## src/rtl/sdac_pkg.sv

```systemverilog
package sdac_pkg;
  // index of each synchronized line inside the sync vector
  localparam int SIG_SCLK  = 0;
  localparam int SIG_DAT   = 1;
  localparam int SIG_FRAME = 2;
  localparam int SIG_LOAD  = 3;
  localparam int SIG_COUNT = 4;
  // idle levels: clock high, data low, strobes high
  localparam logic [SIG_COUNT-1:0] SIG_IDLE = 4'b1101;
endpackage

```

## src/rtl/sdac_sync.sv

```systemverilog
module sdac_sync #(
  parameter int N = 4,
  parameter int STAGES = 2,
  parameter logic [N-1:0] RST_VAL = '0
) (
  input  logic         clk,
  input  logic         rst,
  input  logic [N-1:0] d_i,
  output logic [N-1:0] lvl_o,
  output logic [N-1:0] fall_o,
  output logic [N-1:0] rise_o
);
  for (genvar g = 0; g < N; g++) begin : g_line
    logic [STAGES:0] chain_q;
    always_ff @(posedge clk) begin
      if (rst) chain_q <= {(STAGES+1){RST_VAL[g]}};
      else     chain_q <= {chain_q[STAGES-1:0], d_i[g]};
    end
    assign lvl_o[g]  = chain_q[STAGES-1];
    assign fall_o[g] = chain_q[STAGES] & ~chain_q[STAGES-1];
    assign rise_o[g] = ~chain_q[STAGES] & chain_q[STAGES-1];
  end
endmodule

```

## src/rtl/sdac_shift.sv

```systemverilog
module sdac_shift #(
  parameter int FRAME_W = 16,
  parameter int DATA_W  = 14
) (
  input  logic              clk,
  input  logic              rst,
  input  logic              frm_fall_i,
  input  logic              frm_rise_i,
  input  logic              frm_lvl_i,
  input  logic              sclk_fall_i,
  input  logic              dat_i,
  input  logic              fmt_msb_i,
  input  logic              pad_last_i,
  output logic              active_o,
  output logic              done_o,
  output logic [DATA_W-1:0] word_o
);
  localparam int CNT_W = $clog2(FRAME_W + 1);

  logic               active_q, done_q;
  logic [CNT_W-1:0]   cnt_q;
  logic [FRAME_W-1:0] sr_q, sr_nxt;
  logic [DATA_W-1:0]  word_q, window, word_nxt;
  logic               take, last;

  assign take   = active_q & sclk_fall_i & ~frm_lvl_i;
  assign last   = (cnt_q == CNT_W'(FRAME_W - 1));
  // earliest bit ends up in the top position
  assign sr_nxt = {sr_q[FRAME_W-2:0], dat_i};
  assign window = pad_last_i ? sr_nxt[FRAME_W-1 -: DATA_W] : sr_nxt[DATA_W-1:0];

  for (genvar i = 0; i < DATA_W; i++) begin : g_order
    assign word_nxt[i] = fmt_msb_i ? window[i] : window[DATA_W-1-i];
  end

  always_ff @(posedge clk) begin
    if (rst) begin
      active_q <= 1'b0;
      done_q   <= 1'b0;
      cnt_q    <= '0;
      sr_q     <= '0;
      word_q   <= '0;
    end else begin
      done_q <= 1'b0;
      if (frm_fall_i) begin
        active_q <= 1'b1;
        cnt_q    <= '0;
      end else if (frm_rise_i) begin
        active_q <= 1'b0;
        cnt_q    <= '0;
      end else if (take) begin
        sr_q <= sr_nxt;
        if (last) begin
          active_q <= 1'b0;
          cnt_q    <= '0;
          word_q   <= word_nxt;
          done_q   <= 1'b1;
        end else begin
          cnt_q <= cnt_q + 1'b1;
        end
      end
    end
  end

  assign active_o = active_q;
  assign done_o   = done_q;
  assign word_o   = word_q;

  // bit counter never passes the frame length
  p_cnt_bound_r2: assert property (@(posedge clk) disable iff (rst)
    cnt_q < CNT_W'(FRAME_W));
  // holding register moves only with a completed frame
  p_word_only_on_done_r11: assert property (@(posedge clk) disable iff (rst)
    !$stable(word_q) |-> done_q);
  // no count is held while no frame is open
  p_idle_clear_r12: assert property (@(posedge clk) disable iff (rst)
    !active_q |-> cnt_q == '0);
endmodule

```

## src/rtl/sdac_xfer.sv

```systemverilog
module sdac_xfer #(
  parameter int DATA_W = 14
) (
  input  logic              clk,
  input  logic              rst,
  input  logic              ld_fall_i,
  input  logic              ld_lvl_i,
  input  logic              busy_i,
  input  logic              done_i,
  input  logic [DATA_W-1:0] word_i,
  output logic [DATA_W-1:0] dac_o,
  output logic              upd_o
);
  logic [DATA_W-1:0] dac_q;
  logic              upd_q, auto_ld, manual_ld;

  assign auto_ld   = done_i & ~ld_lvl_i;
  assign manual_ld = ld_fall_i & ~busy_i;

  always_ff @(posedge clk) begin
    if (rst) begin
      dac_q <= '0;
      upd_q <= 1'b0;
    end else begin
      upd_q <= auto_ld | manual_ld;
      if (auto_ld | manual_ld) dac_q <= word_i;
    end
  end

  assign dac_o = dac_q;
  assign upd_o = upd_q;

  // converter register changes only with the update pulse
  p_dac_only_on_upd_r7: assert property (@(posedge clk) disable iff (rst)
    !$stable(dac_q) |-> upd_q);
  // an update never stems from a strobe edge inside a frame
  p_no_upd_in_frame_r8: assert property (@(posedge clk) disable iff (rst)
    upd_q |-> ($past(done_i) || !$past(busy_i)));
  // strobe high at frame end gives no update
  p_no_auto_high_r9: assert property (@(posedge clk) disable iff (rst)
    (done_i && ld_lvl_i) |=> !upd_q);
  // strobe low at frame end forwards the new word
  p_auto_low_r10: assert property (@(posedge clk) disable iff (rst)
    (done_i && !ld_lvl_i) |=> (upd_q && dac_q == $past(word_i)));
endmodule

```

## src/rtl/sdac_deser.sv

```systemverilog
module sdac_deser #(
  parameter int FRAME_W = 16,
  parameter int DATA_W  = 14,
  parameter int SYNC_STAGES = 2
) (
  input  logic              clk,
  input  logic              rst,
  input  logic              ser_clk_i,
  input  logic              ser_dat_i,
  input  logic              frame_n_i,
  input  logic              load_n_i,
  input  logic              fmt_msb_i,
  input  logic              pad_last_i,
  output logic [DATA_W-1:0] in_word_o,
  output logic [DATA_W-1:0] dac_word_o,
  output logic              dac_upd_o
);
  import sdac_pkg::*;

  logic [SIG_COUNT-1:0] raw, lvl, fall, rise;
  logic                 active, done;
  logic                 unused_edges;

  assign raw[SIG_SCLK]  = ser_clk_i;
  assign raw[SIG_DAT]   = ser_dat_i;
  assign raw[SIG_FRAME] = frame_n_i;
  assign raw[SIG_LOAD]  = load_n_i;

  sdac_sync #(.N(SIG_COUNT), .STAGES(SYNC_STAGES), .RST_VAL(SIG_IDLE)) u_sync (
    .clk(clk), .rst(rst), .d_i(raw),
    .lvl_o(lvl), .fall_o(fall), .rise_o(rise)
  );

  assign unused_edges = ^{rise[SIG_SCLK], rise[SIG_DAT], rise[SIG_LOAD],
                          fall[SIG_DAT], lvl[SIG_SCLK]};

  sdac_shift #(.FRAME_W(FRAME_W), .DATA_W(DATA_W)) u_shift (
    .clk(clk), .rst(rst),
    .frm_fall_i(fall[SIG_FRAME]), .frm_rise_i(rise[SIG_FRAME]),
    .frm_lvl_i(lvl[SIG_FRAME]), .sclk_fall_i(fall[SIG_SCLK]),
    .dat_i(lvl[SIG_DAT]), .fmt_msb_i(fmt_msb_i), .pad_last_i(pad_last_i),
    .active_o(active), .done_o(done), .word_o(in_word_o)
  );

  sdac_xfer #(.DATA_W(DATA_W)) u_xfer (
    .clk(clk), .rst(rst),
    .ld_fall_i(fall[SIG_LOAD]), .ld_lvl_i(lvl[SIG_LOAD]),
    .busy_i(active), .done_i(done), .word_i(in_word_o),
    .dac_o(dac_word_o), .upd_o(dac_upd_o)
  );
endmodule

```

## config.mk

```make
export PLATFORM = sky130hd
export DESIGN_NAME = sdac_deser
export DESIGN_NICKNAME = d
export VERILOG_FILES = /design/src/rtl/sdac_pkg.sv /design/src/rtl/sdac_sync.sv /design/src/rtl/sdac_shift.sv /design/src/rtl/sdac_xfer.sv /design/src/rtl/sdac_deser.sv
export SDC_FILE = /design/constraint.sdc
export NUM_CORES = 1
export LEC_CHECK = 0
export BUFFER_PORTS_ARGS = -buffer_cell sky130_fd_sc_hd__buf_2
export CAP_MARGIN = 20
export CORE_ASPECT_RATIO = 0.6
export CORE_MARGIN = 2
export CORE_UTILIZATION = 55
export CTS_BUF_LIST = sky130_fd_sc_hd__clkbuf_8
export CTS_CLUSTER_DIAMETER = 80
export CTS_CLUSTER_SIZE = 40
export DETAILED_ROUTE_END_ITERATION = 10
export GPL_ROUTABILITY_DRIVEN = 1
export HOLD_SLACK_MARGIN = 0.06
export PLACE_DENSITY = 0.76
export SETUP_SLACK_MARGIN = 0.02
export SYNTH_ARGS = -nofsm -noshare
export SYNTH_HDL_FRONTEND = slang
export SYNTH_HIERARCHICAL = 1
export SYNTH_SLANG_ARGS = --single-unit
```

## constraint.sdc

```tcl
create_clock -name clk -period 3.8 [get_ports clk]
set_input_delay 0.76 -clock clk [delete_from_list [all_inputs] [get_ports clk]]
set_output_delay 0.76 -clock clk [all_outputs]
set_load 0.05 [all_outputs]
```

* After elaboration in Yosys (flattened, before gate mapping)
Cells that the tools add are included.
Cells by class: shift operators 0, muxes and demuxes 21, $lt $le $gt $ge 0, reductions and logical operators 7, divide/modulo/power cells 0, bitwise gates (word level) 17, multipliers 0, equality and inequality tests 1, $add $sub $neg 1
Operator list (number):
- $mux W1 | 19
- $mux W14 | 1
- $and A1 B1 Y1 | 8
- $not A1 Y1 | 8
- $reduce_bool A3 Y1 | 2
- $add A5 B1 Y5 const B | 1
- $eq A5 B4 Y1 const B | 1
- $mux W5 | 1
- $reduce_and A4 Y1 | 1
- $reduce_or A4 Y1 | 1
- $reduce_and A3 Y1 | 1
- $reduce_or A3 Y1 | 1
- $reduce_and A2 Y1 | 1
- $or A1 B1 Y1 | 1
Word-level totals: bits in latches 0, ROM bits 0, RAM bits 0, bits in registers 62, memories 0, input bits 8, logic and storage cells 58

* Depth between registers and ports, before layout
Gate-level depths: netlist (run 1).
depth in word-level cells 7, gate-level depth with buffers 6

* Cells and area by module
Netlist (run 1), hierarchy kept.
Modules (own cells, without submodules):
- sdac_shift | times used 1, seq. area each 720.7 um2, cells each 189, area an instance 1874.3 um2
- sdac_xfer | times used 1, seq. area each 300.3 um2, cells each 65, area an instance 680.7 um2
- sdac_sync | times used 1, seq. area each 240.2 um2, cells each 37, area an instance 409.1 um2

* Worst setup path after synthesis (run 1)
Ideal clock, no wire load.
kind input-to-reg, start in pad_last_i, end reg u_shift.word_q[4], in the netlist u_shift/word_o[4], arrival 1.677 ns, cell stages on the path 5, path slack 1.992 ns, cells stage by stage buf_6 > buf_12 > mux4_2 > nor4_2 > nor3_1
Between the ends: cells in the longest elaborated chain, start to end 2
Ends and longest elaborated chain:
- start: declaration | line sdac_deser.sv:13 | input logic pad_last_i,
- $mux W14 | line sdac_shift.sv:30 | assign window = pad_last_i ? sr_nxt[FRAME_W-1 -: DATA_W] : sr_nxt[DATA_W-1:0];
- $mux W1 | line sdac_shift.sv:33 | assign word_nxt[i] = fmt_msb_i ? window[i] : window[DATA_W-1-i];
- end signal: assignment | line sdac_shift.sv:56 | word_q <= word_nxt;
- end: declaration | line sdac_shift.sv:23 | logic [DATA_W-1:0] word_q, window, word_nxt;
Every way passes these cells. A chain may end at the register's enable or synchronous reset.

* Final worst setup path (run 1)
start reg u_sync.g_line[0].chain_q[2], end reg u_shift.cnt_q[3]
Between the ends: cells in the longest elaborated chain, start to end 3
Ends and longest elaborated chain:
- start: declaration | line sdac_sync.sv:14 | logic [STAGES:0] chain_q;
- start signal: assignment | line sdac_sync.sv:16 | if (rst) chain_q <= {(STAGES+1){RST_VAL[g]}};
- start signal: assignment | line sdac_sync.sv:17 | else chain_q <= {chain_q[STAGES-1:0], d_i[g]};
- $and A1 B1 Y1 | line sdac_sync.sv:20 | assign fall_o[g] = chain_q[STAGES] & ~chain_q[STAGES-1];
- net fall[0] | line sdac_deser.sv:20 | logic [SIG_COUNT-1:0] raw, lvl, fall, rise;
- $and A1 B1 Y1 (2 in a row) | line sdac_shift.sv:26 | assign take = active_q & sclk_fall_i & ~frm_lvl_i;
- end signal: assignment | line sdac_shift.sv:59 | cnt_q <= cnt_q + 1'b1;
- end: declaration | line sdac_shift.sv:21 | logic [CNT_W-1:0] cnt_q;
The timed path passes the listed nets, and every way through them passes these cells.

==> PnR_summary.wiki, run 1 <==
{| class="wikitable"
! Metric !! Value
|-
| Run status || finished, final reports clean
|-
| Fin Setup TNS || 0 ns
|-
| Sw Ratio || 0.207
|-
| Maximum ir drop on the vdd rail || 0.248 mV
|-
| Num ports || 37
|-
| Capturing element type of the critical path || register
|-
| Final-stage net count || 313
|-
| Switching component of the power || 0.281 mW
|-
| Post-CTS Setup Inserts || 0
|-
| Average wire length per cell after detail routing || 16.4 um
|-
| Crit path from || u_sync/g_line[0].chain_q[2]$_SDFF_PP1_
|-
| H-tree level count || 3
|-
| Clock Sinks || 62
|-
| Worst setup path endpoint || u_shift/cnt_q[3]$_SDFFE_PP0N_
|-
| Number of buffers inserted for hold repair after clock tree synthesis || 0
|-
| Hold Vio Cnt, Final || 0
|-
| Total leakage power || 1.27 nW
|-
| Routed wire length || 6140 um
|-
| Crit path time final || 1.97 ns
|-
| Maximum number of pins on one net before global-route repair || 51
|-
| Number of diodes added for antenna fixing || 0
|-
| Mapped cell area || 2900 um^2
|-
| Total count of max-transition violations in the final report || 0
|-
| CORE AREA || 5080 um^2
|-
| Number of global-route vias before repair || 1906
|-
| DRC viols || 0
|-
| Initial DRC count || 125
|-
| Min setup slack post-route || 1.83 ns
|-
| Total Die Area || 5900 um^2
|-
| Post-DRT Antenna Nets || 0
|-
| Post-Layout Cell Count || 374
|-
| Clock network fraction of design power || 0.471
|-
| Critical setup path kind || reg -> reg
|-
| Effective utilization at floorplan || 0.572
|-
| Max clock buf depth || 2
|-
| Max_cap viols || 0
|-
| Initial antenna violation count || 0
|-
| TritonCTS clock tree || yes
|-
| Y dimension of the die || 60.3 um
|-
| Critical Path RT || 4.03 ns
|-
| Global-route wire length before repair || 9610 um
|-
| Synth warn || 6
|-
| Worst setup SP type || register
|-
| Via count || 2235
|-
| Setup-violating endpoint count in the final report || 0
|-
| Clock transition at the registers of the reported paths || 0.06 ns
|-
| Internal power of the cells || 1.08 mW
|-
| Via-to-Cell Ratio || 5.98
|-
| Layout Area Growth over Synthesis || 11.4%
|-
| TritonRoute pass-1 iters || 4
|-
| Cell depth of the worst min-delay path || 1
|-
| Count of buffers inserted at the top-level ports || 36
|-
| Min-Delay Path Class || reg -> reg
|-
| Root buffer cell || sky130_fd_sc_hd__clkbuf_8
|-
| Die width || 97.8 um
|-
| GRT Resource Usage Total || 0.213
|-
| Per-instance average area after synthesis || 10.2 um^2
|-
| CP Data Arrival Time || 2.20 ns
|-
| Clock insertion delay at the later pin of the skew report || 0.34 ns
|-
| Register-to-register setup slack || 1.83 ns
|-
| Total power || 1.36 mW
|-
| Remaining max-slew budget at the tightest pin || 0.508
|-
| Number of buffers added by the clock tree synthesis step || 9
|-
| Unrepaired setup endpoints after global routing || no
|-
| Fraction of final layout cells with drive strength greater than 1 || 0.250
|-
| CTS resizes || 0
|-
| Launch point of the worst hold path || u_sync/g_line[2].chain_q[0]$_SDFF_PP1_
|-
| Sequential fraction of design power || 0.485
|-
| Cell count after placement || 358
|-
| Transition at the pin with the smallest max-transition slack || 0.738 ns
|-
| Syn_nets || 293
|-
| Depth of the most critical reg-to-reg path || 5
|-
| Critical R2R Launch || u_sync/g_line[0].chain_q[2]$_SDFF_PP1_
|-
| R2r endpoint || u_shift/cnt_q[3]$_SDFFE_PP0N_
|-
| Setup slack at placement || 1.61 ns
|-
| Final worst-path cycle share || 0.519
|-
| Maximum achievable frequency || 507 MHz
|-
| Dpl hpwl || 3950 um
|-
| Sum of overflow across all layers after global routing || 0
|-
| Standard-cell rows || 20
|-
| Crit Path Max Fanout || 17
|-
| Synth Instances || 284
|-
| Final RePlAce weighted congestion || 0.819
|-
| Power per standard cell area || 420 nW/um^2
|-
| Logic pwr share || 0.044
|-
| Clock Skew || 0.00665 ns
|}
## state kept, by name (all words and copies together) (netlist names)
register               count
u_sync/g_line.chain_q     11
u_xfer/upd_o               1
u_shift/done_o             1
u_shift/sr_q              15
u_shift/cnt_q              5
u_xfer/dac_o              14
u_shift/active_o           1
u_shift/word_o            14
## power groups by stage
stage | registers, mW | logic (mW) | clock network [mW]
finish | 0.659 | 0.0600 | 0.639
global route | 0.659 | 0.0649 | 0.674
CTS | 0.659 | 0.0603 | 0.652
detailed placement | 0.673 | 0.0604 | 0
global placement | 0.673 | 0.0592 | 0
floorplan | 0.673 | 0.0554 | 0
## worst max-delay path: stages, from the launching register on
cell and delay, ns:
sky130_fd_sc_hd__dfxtp_1 0.31, sky130_fd_sc_hd__nor2b_1 0.21, sky130_fd_sc_hd__and3b_1 0.64, sky130_fd_sc_hd__buf_8 0.24, sky130_fd_sc_hd__a41oi_1 0.14, sky130_fd_sc_hd__a311oi_1 0.31
## layout make-up
class	instances	area (um^2)
Clock buffer	11	151
Clock inverter	4	70.1
Fill cell	423	1850
Inverter	3	11.3
Multi-Input combinational cell	188	1460
Sequential cell	62	1240
Tap cell	66	82.6
Timing Repair Buffer	40	218
## cell usage in the layout, fill, tap and decap left out, drive strengths merged, types with 2 or more instances in the layout
cell type,n
inv,3
bufinv,2
dfxtp,62
nand3,17
mux4,14
or2,10
nand2b,28
nand2,4
nor3,14
mux2i,14
nor2,4
buf,40
nand4b,2
clkinv,2
a21oi,18
a31oi,14
nor2b,6
o21ai,16
or3,2
nor4,15
clkbuf,11
## how the worst min path moves through the flow
stage,slack [ns],endpoint
3_3_place_gp,0.39,u_sync/g_line[2].chain_q[1]$_SDFF_PP1_
6_report,0.41,u_sync/g_line[2].chain_q[1]$_SDFF_PP1_
2_1_floorplan,0.38,u_sync/g_line[2].chain_q[1]$_SDFF_PP1_
3_5_place_dp,0.39,u_sync/g_line[2].chain_q[1]$_SDFF_PP1_
4_1_cts,0.41,u_sync/g_line[2].chain_q[1]$_SDFF_PP1_
5_1_grt,0.43,u_sync/g_line[2].chain_q[1]$_SDFF_PP1_
## per-stage QoR
step            util  hold slack [ns]  instance area (um^2)
2_1_floorplan      -            0.383                  2900
3_3_place_gp   0.590            0.386                  3000
3_5_place_dp   0.590            0.395                  3000
4_1_cts        0.634            0.409                  3220
5_1_grt        0.637            0.426                  3230
6_report       0.637            0.408                  3230
## layer usage
metal  GRT usage  up-vias  share of wire
li1            -     1069              -
met1       0.294     1085           0.47
met2       0.318       72           0.46
met3      0.0772        9          0.066
met4      0.0635        0          0.011
met5           0        -              0
Note: power is estimated with default switching activity, not from simulation.
==> run 2, diff against run 1 <==
--- a/config.mk
+++ b/config.mk
@@ -9,14 +9,14 @@
 export CAP_MARGIN = 20
 export CORE_ASPECT_RATIO = 0.6
 export CORE_MARGIN = 2
-export CORE_UTILIZATION = 55
+export CORE_UTILIZATION = 54
 export CTS_BUF_LIST = sky130_fd_sc_hd__clkbuf_8
 export CTS_CLUSTER_DIAMETER = 80
 export CTS_CLUSTER_SIZE = 40
 export DETAILED_ROUTE_END_ITERATION = 10
 export GPL_ROUTABILITY_DRIVEN = 1
 export HOLD_SLACK_MARGIN = 0.06
-export PLACE_DENSITY = 0.76
+export PLACE_DENSITY = 0.78
 export SETUP_SLACK_MARGIN = 0.02
 export SYNTH_ARGS = -nofsm -noshare
 export SYNTH_HDL_FRONTEND = slang
==> constraint.sdc (replaced) <==
create_clock -name clk -period 1.64 [get_ports clk]
set_input_delay 0.328 -clock clk [delete_from_list [all_inputs] [get_ports clk]]
set_output_delay 0.328 -clock clk [all_outputs]
set_load 0.05 [all_outputs]
==> run 2 against run 1 <==
Total power is 110% higher. Final area is 1.7% higher. Worst setup slack worse by 1.7 ns. Sequential share of layout area is 0.63 points lower. Hold slack worse by 0.24 ns. Highest routed layer unchanged.
==> PnR_summary.wiki, run 2 (same netlist as run 1, synthesis figures left out) <==
{| class="wikitable"
! Metric !! Value
|-
| Final-stage net count || 320 (was 313)
|-
| Crit path time final || 1.50 ns (was 1.97 ns)
|-
| Critical R2R Launch || u_shift/cnt_q[0]$_SDFFE_PP0N_ (was u_sync/g_line[0].chain_q[2]$_SDFF_PP1_)
|-
| Cell count after placement || 366 (was 358)
|-
| Clock Sinks || 62 (unchanged)
|-
| Clock insertion delay at the later pin of the skew report || 0.33 ns (was 0.34 ns)
|-
| Post-DRT Antenna Nets || 0 (unchanged)
|-
| Final std cell area, no fill || 3290 um^2 (was 3230 um^2)
|-
| Clock Skew || 0.00783 ns (was 0.00665 ns)
|-
| Y dimension of the die || 60.8 um (was 60.3 um)
|-
| Initial antenna violation count || 0 (unchanged)
|-
| Total leakage power || 1.29 nW (was 1.27 nW)
|-
| Average wire length per cell after detail routing || 15.8 um (was 16.4 um)
|-
| Power per standard cell area || 852 nW/um^2 (was 420 nW/um^2)
|-
| Number of global-route vias before repair || 2017 (was 1906)
|-
| Share of the core filled with cells || 0.641 (was 0.637)
|-
| Total Die Area || 6000 um^2 (was 5900 um^2)
|-
| Post-CTS Setup Inserts || 0 (unchanged)
|-
| Transition at the pin with the smallest max-transition slack || 0.359 ns (was 0.738 ns)
|-
| Area taken by multi-input logic gates || 1490 um^2 (was 1460 um^2)
|-
| Routed wire length || 6040 um (was 6140 um)
|-
| Commonest cells after routing, fill and taps aside || 62 x sky130_fd_sc_hd__dfxtp_1, 36 x sky130_fd_sc_hd__buf_2, 28 x sky130_fd_sc_hd__nand2b_1 (unchanged)
|-
| Unrepaired setup endpoints after global routing || yes (was no)
|-
| Cell Chain, Critical Path || ha_1, and4b_2, a31oi_1, nor3_1 (was nor2b_1, and3b_1, buf_8, a41oi_1, a311oi_1)
|-
| Via-to-Cell Ratio || 5.97 (was 5.98)
|-
| Total count of max-transition violations in the final report || 0 (unchanged)
|-
| Root buffer cell || sky130_fd_sc_hd__clkbuf_8 (unchanged)
|-
| Effective utilization at floorplan || 0.566 (was 0.572)
|-
| R2r endpoint || u_shift/word_o[1]$_SDFFE_PP0P_ (was u_shift/cnt_q[3]$_SDFFE_PP0N_)
|-
| Crit Path Max Fanout || 15 (was 17)
|-
| Kind of cell adding the most delay to the critical path || simple AND/OR/NAND/NOR gates (unchanged)
|-
| Total power || 2.80 mW (was 1.36 mW)
|-
| Max clock buf depth || 2 (unchanged)
|-
| Crit path from || u_shift/cnt_q[0]$_SDFFE_PP0N_ (was u_sync/g_line[0].chain_q[2]$_SDFF_PP1_)
|-
| Standard-cell rows || 20 (unchanged)
|-
| Register-to-register setup slack || 0.14 ns (was 1.83 ns)
|-
| Sequential Area || 1240 um^2 (unchanged)
|-
| Number of diodes added for antenna fixing || 0 (unchanged)
|-
| H-tree level count || 3 (unchanged)
|-
| Min setup slack post-route || 0.143 ns (was 1.83 ns)
|-
| Num ports || 37 (unchanged)
|-
| Maximum achievable frequency || 668 MHz (was 507 MHz)
|-
| GRT Resource Usage Total || 0.223 (was 0.213)
|-
| Setup slack at placement || -0.00809 ns (was 1.61 ns)
|-
| Number of buffers and inverters on the critical path || 0 (was 1)
|-
| Hold Vio Cnt, Final || 0 (unchanged)
|-
| Critical Path RT || 1.89 ns (was 4.03 ns)
|-
| Global-route wire length before repair || 10300 um (was 9610 um)
|-
| DRC viols || 0 (unchanged)
|-
| Via count || 2279 (was 2235)
|-
| Setup-violating endpoint count in the final report || 0 (unchanged)
|-
| Run status || finished, final reports clean (unchanged)
|-
| Maximum ir drop on the vdd rail || 0.446 mV (was 0.248 mV)
|-
| Final RePlAce weighted congestion || 0.876 (was 0.819)
|-
| Number of buffers added by the clock tree synthesis step || 9 (unchanged)
|-
| Max_cap viols || 0 (unchanged)
|-
| Slowest cell on the critical path || sky130_fd_sc_hd__and4b_2 (was sky130_fd_sc_hd__and3b_1)
|-
| Maximum number of pins on one net before global-route repair || 34 (was 51)
|-
| Capturing element type of the critical path || register (unchanged)
|-
| Worst setup SP type || register (unchanged)
|-
| Critical setup path kind || reg -> reg (unchanged)
|-
| Sum of overflow across all layers after global routing || 0 (unchanged)
|-
| Final worst-path cycle share || 0.913 (was 0.519)
|-
| Max reg flops || 15 (unchanged)
|-
| Delay contributed by the slowest stage of the critical path || 0.45 ns (was 0.64 ns)
|-
| Count of buffers inserted at the top-level ports || 36 (unchanged)
|-
| CP Data Arrival Time || 1.75 ns (was 2.20 ns)
|-
| CORE AREA || 5130 um^2 (was 5080 um^2)
|-
| Worst path depth || 4 (was 5)
|-
| Min-Delay Path Class || in -> reg (was reg -> reg)
|-
| Count of filler cells inserted in the layout || 421 (was 423)
|-
| Commonest non-fill, non-tap cell in the layout || sky130_fd_sc_hd__dfxtp_1 (unchanged)
|-
| Layout Area Growth over Synthesis || 13.2% (was 11.4%)
|-
| Cell area after placement || 3100 um^2 (was 3000 um^2)
|-
| Fraction of final layout cells with drive strength greater than 1 || 0.278 (was 0.250)
|-
| TritonRoute pass-1 iters || 5 (was 4)
|-
| Clock transition at the registers of the reported paths || 0.07 ns (was 0.06 ns)
|-
| Die width || 98.7 um (was 97.8 um)
|-
| Post-Layout Cell Count || 382 (was 374)
|-
| Dpl hpwl || 4040 um (was 3950 um)
|-
| Remaining max-slew budget at the tightest pin || 0.760 (was 0.508)
|-
| Reg with most FFs || u_shift/sr_q (unchanged)
|-
| Initial DRC count || 128 (was 125)
|-
| Worst setup path endpoint || u_shift/word_o[1]$_SDFFE_PP0P_ (was u_shift/cnt_q[3]$_SDFFE_PP0N_)
|-
| TritonCTS clock tree || yes (unchanged)
|-
| Depth of the most critical reg-to-reg path || 4 (was 5)
|}
run 2: cell type report:
class	count	share of cell area
repair buffers	47	0.0913
clock inverters	6	0.00913
multi-input cells	188	0.452
clock buffers	10	0.0419
flip-flops and latches	62	0.377
well taps	66	0.0251
inverters	3	0.00342
run 2: per-stage QoR:
stage,TNS (ns),hold WS (ns)
4_1_cts,0,0.152
3_5_place_dp,-0.00809,0.392
3_3_place_gp,0,0.389
2_1_floorplan,0,0.383
6_report,0,0.170
5_1_grt,0,0.170
run 2: worst min path at each step:
stage / to / slack [ns] / cells past startpoint / from
6_report: u_sync/g_line[2].chain_q[0]$_SDFF_PP1_ / 0.17 / 2 / frame_n_i
5_1_grt: u_sync/g_line[2].chain_q[0]$_SDFF_PP1_ / 0.17 / 2 / frame_n_i
4_1_cts: u_sync/g_line[2].chain_q[0]$_SDFF_PP1_ / 0.15 / 2 / frame_n_i
3_5_place_dp: u_sync/g_line[0].chain_q[1]$_SDFF_PP1_ / 0.39 / 1 / u_sync/g_line[0].chain_q[0]$_SDFF_PP1_
3_3_place_gp: u_sync/g_line[2].chain_q[1]$_SDFF_PP1_ / 0.39 / 1 / u_sync/g_line[2].chain_q[0]$_SDFF_PP1_
2_1_floorplan: u_sync/g_line[2].chain_q[1]$_SDFF_PP1_ / 0.38 / 1 / u_sync/g_line[2].chain_q[0]$_SDFF_PP1_
run 2: where the power goes:
part | leakage (nW) | internal, mW | switching, mW | total, mW
logic | 0.694 | 0.0636 | 0.0888 | 0.152
registers | 0.502 | 1.52 | 0.00637 | 1.53
clock network | 0.0944 | 0.569 | 0.553 | 1.12
run 2: per-layer routing:
metal	GRT usage	wire (um)
met1	0.317	2760
met2	0.315	2610
met3	0.0829	590
met4	0.0822	87
met5	0	0
run 2: what timing repair did:
action                                  4_1_cts  5_1_grt
gates cloned                                  0        0
hold buffers                                  0        0
gates resized for setup                       1        5
endpoints found under the setup margin        3       16
pin swaps                                     0        0
==> run 3, diff against run 2 <==
--- a/config.mk
+++ b/config.mk
@@ -8,8 +8,7 @@
 export BUFFER_PORTS_ARGS = -buffer_cell sky130_fd_sc_hd__buf_2
 export CAP_MARGIN = 20
 export CORE_ASPECT_RATIO = 0.6
-export CORE_MARGIN = 2
-export CORE_UTILIZATION = 54
+export CORE_UTILIZATION = 53
 export CTS_BUF_LIST = sky130_fd_sc_hd__clkbuf_8
 export CTS_CLUSTER_DIAMETER = 80
 export CTS_CLUSTER_SIZE = 40
@@ -20,5 +19,4 @@
 export SETUP_SLACK_MARGIN = 0.02
 export SYNTH_ARGS = -nofsm -noshare
 export SYNTH_HDL_FRONTEND = slang
-export SYNTH_HIERARCHICAL = 1
 export SYNTH_SLANG_ARGS = --single-unit
==> run 3 against run 2 <==
Critical path depth rose by 2. Final area shrank 5.9%. First-iteration DRC count down 12%. Worst setup slack worse by 0.041 ns. Total power up 16%. Count of clock-buffer cells in the layout stayed put. Synthesized cell count shrank 9.2%. Hold slack gained 0.0034 ns. Critical path type unchanged. Largest cell class is now sequential cells. Largest power group is now the clock network. Highest routed layer unchanged.
==> PnR_summary.wiki, run 3 <==
{| class="wikitable"
! Metric !! Value
|-
| TritonCTS clock tree || yes (unchanged)
|-
| CP Data Arrival Time || 1.79 ns (was 1.75 ns)
|-
| Final worst-path cycle share || 0.938 (was 0.913)
|-
| Via count || 1938 (was 2279)
|-
| Commonest non-fill, non-tap cell in the layout || sky130_fd_sc_hd__dfxtp_1 (unchanged)
|-
| Standard-cell rows || 19 (was 20)
|-
| Die width || 92.4 um (was 98.7 um)
|-
| Effective utilization at floorplan || 0.560 (was 0.566)
|-
| Mapped cell area || 2600 um^2 (was 2900 um^2)
|-
| Main area contributors after synthesis || sky130_fd_sc_hd__dfxtp_1 48%, sky130_fd_sc_hd__mux4_2 12%, sky130_fd_sc_hd__nor2_1 6.9%
|-
| Number of register bits inferred by synthesis || 62
|-
| Clock insertion delay at the later pin of the skew report || 0.34 ns (was 0.33 ns)
|-
| TritonRoute pass-1 iters || 4 (was 5)
|-
| Unrepaired setup endpoints after global routing || no (was yes)
|-
| Fraction of final layout cells with drive strength greater than 1 || 0.333 (was 0.278)
|-
| GRT Resource Usage Total || 0.216 (was 0.223)
|-
| Commonest register cell after synthesis || sky130_fd_sc_hd__dfxtp_1
|-
| Clock Skew || 0.00543 ns (was 0.00783 ns)
|-
| Global-route wire length before repair || 8330 um (was 10300 um)
|-
| Maximum number of pins on one net before global-route repair || 27 (was 34)
|-
| Total leakage power || 1.33 nW (was 1.29 nW)
|-
| Cell area after placement || 2840 um^2 (was 3100 um^2)
|-
| Clock Sinks || 62 (unchanged)
|-
| Synth warn || 0 (was 6)
|-
| Async SR Flop Fraction || 0
|-
| Setup slack at placement || 0.0563 ns (was -0.00809 ns)
|-
| Synth Instances || 258 (was 284)
|-
| Max clock buf depth || 2 (unchanged)
|-
| Final RePlAce weighted congestion || 0.820 (was 0.876)
|-
| Count of buffers inserted at the top-level ports || 36 (unchanged)
|-
| Largest area contributor in the netlist || sky130_fd_sc_hd__dfxtp_1
|-
| Routed wire length || 4890 um (was 6040 um)
|-
| Num ports || 37 (unchanged)
|-
| Commonest cells after routing, fill and taps aside || 62 x sky130_fd_sc_hd__dfxtp_1, 48 x sky130_fd_sc_hd__nor2_1, 36 x sky130_fd_sc_hd__buf_2 (was 62 x sky130_fd_sc_hd__dfxtp_1, 36 x sky130_fd_sc_hd__buf_2, 28 x sky130_fd_sc_hd__nand2b_1)
|-
| Number of global-route vias before repair || 1728 (was 2017)
|-
| Initial DRC count || 113 (was 128)
|-
| EDFF count, synth || 0
|-
| Syn_nets || 269 (was 293)
|-
| Fraction of synthesized cell area taken by the top area cell type || 0.478
|-
| H-tree level count || 3 (unchanged)
|-
| Maximum achievable frequency || 650 MHz (was 668 MHz)
|-
| Layout Area Growth over Synthesis || 19.1% (was 13.2%)
|-
| Sum of overflow across all layers after global routing || 0 (unchanged)
|-
| Worst setup SP type || register (unchanged)
|-
| Post-Layout Cell Count || 366 (was 382)
|-
| Reg with most FFs || u_shift.sr_q (was u_shift/sr_q)
|-
| Total count of max-transition violations in the final report || 0 (unchanged)
|-
| Final std cell area, no fill || 3090 um^2 (was 3290 um^2)
|-
| Number of buffers added by the clock tree synthesis step || 9 (unchanged)
|-
| Netlist cell types || 32
|-
| Average wire length per cell after detail routing || 13.4 um (was 15.8 um)
|-
| Power per standard cell area || 1050 nW/um^2 (was 852 nW/um^2)
|-
| Per-instance average area after synthesis || 10.1 um^2 (was 10.2 um^2)
|-
| Y dimension of the die || 56.2 um (was 60.8 um)
|-
| Via-to-Cell Ratio || 5.30 (was 5.97)
|-
| Final-stage net count || 309 (was 320)
|-
| Initial antenna violation count || 0 (unchanged)
|-
| Number of diodes added for antenna fixing || 0 (unchanged)
|-
| Critical Path RT || 1.90 ns (was 1.89 ns)
|-
| Sequential share of the synthesized area || 0.478
|-
| Post-DRT Antenna Nets || 0 (unchanged)
|-
| Total power || 3.25 mW (was 2.80 mW)
|-
| Transition at the pin with the smallest max-transition slack || 0.314 ns (was 0.359 ns)
|-
| Root buffer cell || sky130_fd_sc_hd__clkbuf_8 (unchanged)
|-
| Count leader, synth || sky130_fd_sc_hd__dfxtp_1
|-
| Max reg flops || 15 (unchanged)
|-
| Capturing element type of the critical path || register (unchanged)
|-
| Commonest cells post-synth || 62 x sky130_fd_sc_hd__dfxtp_1, 48 x sky130_fd_sc_hd__nor2_1, 35 x sky130_fd_sc_hd__nand2_1
|-
| Hold Vio Cnt, Final || 0 (unchanged)
|-
| Setup-violating endpoint count in the final report || 0 (unchanged)
|-
| Crit path time final || 1.54 ns (was 1.50 ns)
|-
| DRC viols || 0 (unchanged)
|-
| Max_cap viols || 0 (unchanged)
|-
| Clock transition at the registers of the reported paths || 0.06 ns (was 0.07 ns)
|-
| Remaining max-slew budget at the tightest pin || 0.791 (was 0.760)
|-
| Min setup slack post-route || 0.102 ns (was 0.143 ns)
|-
| Maximum ir drop on the vdd rail || 0.809 mV (was 0.446 mV)
|-
| CORE AREA || 4640 um^2 (was 5130 um^2)
|-
| Cell count after placement || 350 (was 366)
|-
| Run status || finished, final reports clean (unchanged)
|-
| Crit Path Max Fanout || 14 (was 15)
|-
| Number of buffers inserted for hold repair after clock tree synthesis || 0 (unchanged)
|-
| Post-CTS Setup Inserts || 0 (unchanged)
|-
| Critical setup path kind || reg -> reg (unchanged)
|-
| Dpl hpwl || 3430 um (was 4040 um)
|-
| Total Die Area || 5190 um^2 (was 6000 um^2)
|-
| Min-Delay Path Class || in -> reg (unchanged)
|-
| Fin Setup TNS || 0 ns (unchanged)
|}
[run 3: critical path: stages (launching register included)]
cell and delay, ns:
sky130_fd_sc_hd__dfxtp_1 0.39, sky130_fd_sc_hd__ha_2 0.21, sky130_fd_sc_hd__and4b_2 0.27, sky130_fd_sc_hd__and3_1 0.21, sky130_fd_sc_hd__buf_12 0.15, sky130_fd_sc_hd__nor2_1 0.05, sky130_fd_sc_hd__nor3_1 0.18
[run 3: timing repair]
action / in CTS / in global routing
resized for setup: 1 / 2
setup endpoints to repair: 1 / 5
pin swaps: 0 / 0
[run 3: worst paths after layout]
path | from | to | slack (ns) | depth (start not counted)
worst min register to register | u_sync.g_line[0].chain_q[0]$_SDFF_PP1_ | u_sync.g_line[0].chain_q[1]$_SDFF_PP1_ | 0.42 | 1
worst max-delay path | u_shift.cnt_q[0]$_SDFFE_PP0N_ | u_shift.word_o[3]$_SDFFE_PP0P_ | 0.10 | 6
worst max register to register | u_shift.cnt_q[0]$_SDFFE_PP0N_ | u_shift.word_o[3]$_SDFFE_PP0P_ | 0.10 | 6
worst min-delay path | frame_n_i | u_sync.g_line[2].chain_q[0]$_SDFF_PP1_ | 0.17 | 2
[run 3: logic make-up (layout without fill, tap and decap cells)]
logic type,after synthesis,in the layout,share of synthesized area
adder cells (fa/ha/maj),3,3,0.0145
AND/OR/NAND/NOR,123,123,0.233
XOR/XNOR,1,1,0.00337
AO/OA/AOI/OAI,22,22,0.0487
multiplexers,28,28,0.175
buffers and inverters,19,64,0.0467
flip-flops,62,62,0.478
[run 3: where the power goes]
part / switching, mW / internal (mW) / total [mW]
registers: 0.00611 / 1.52 / 1.52
logic: 0.0610 / 0.0514 / 0.112
clock network: 0.568 / 1.05 / 1.62
[run 3: metrics by stage]
step           hold slack, ns  utilization
3_3_place_gp            0.393        0.613
6_report                0.173        0.667
3_5_place_dp            0.400        0.613
5_1_grt                 0.154        0.667
2_1_floorplan           0.389            -
4_1_cts                 0.162        0.666
[run 3: per-layer routing]
metal  global-route usage  part of all wire  up-vias
met2                0.304              0.44       65
met1                0.298              0.48      911
li1                     -                 -      958
met4               0.0938            0.0086        0
met5                    0                 0        -
met3               0.0792             0.075        4
[run 3: cell type report]
| class | instances | area (um^2) |
|---|---|---|
| multi-input combinational | 177 | 1240 |
| sequential | 62 | 1240 |
| tap | 63 | 78.8 |
| clock inverter | 6 | 109 |
| clock buffer | 10 | 138 |
| inverter | 2 | 7.51 |
| timing repair buffer | 46 | 280 |
| fill | 383 | 1540 |
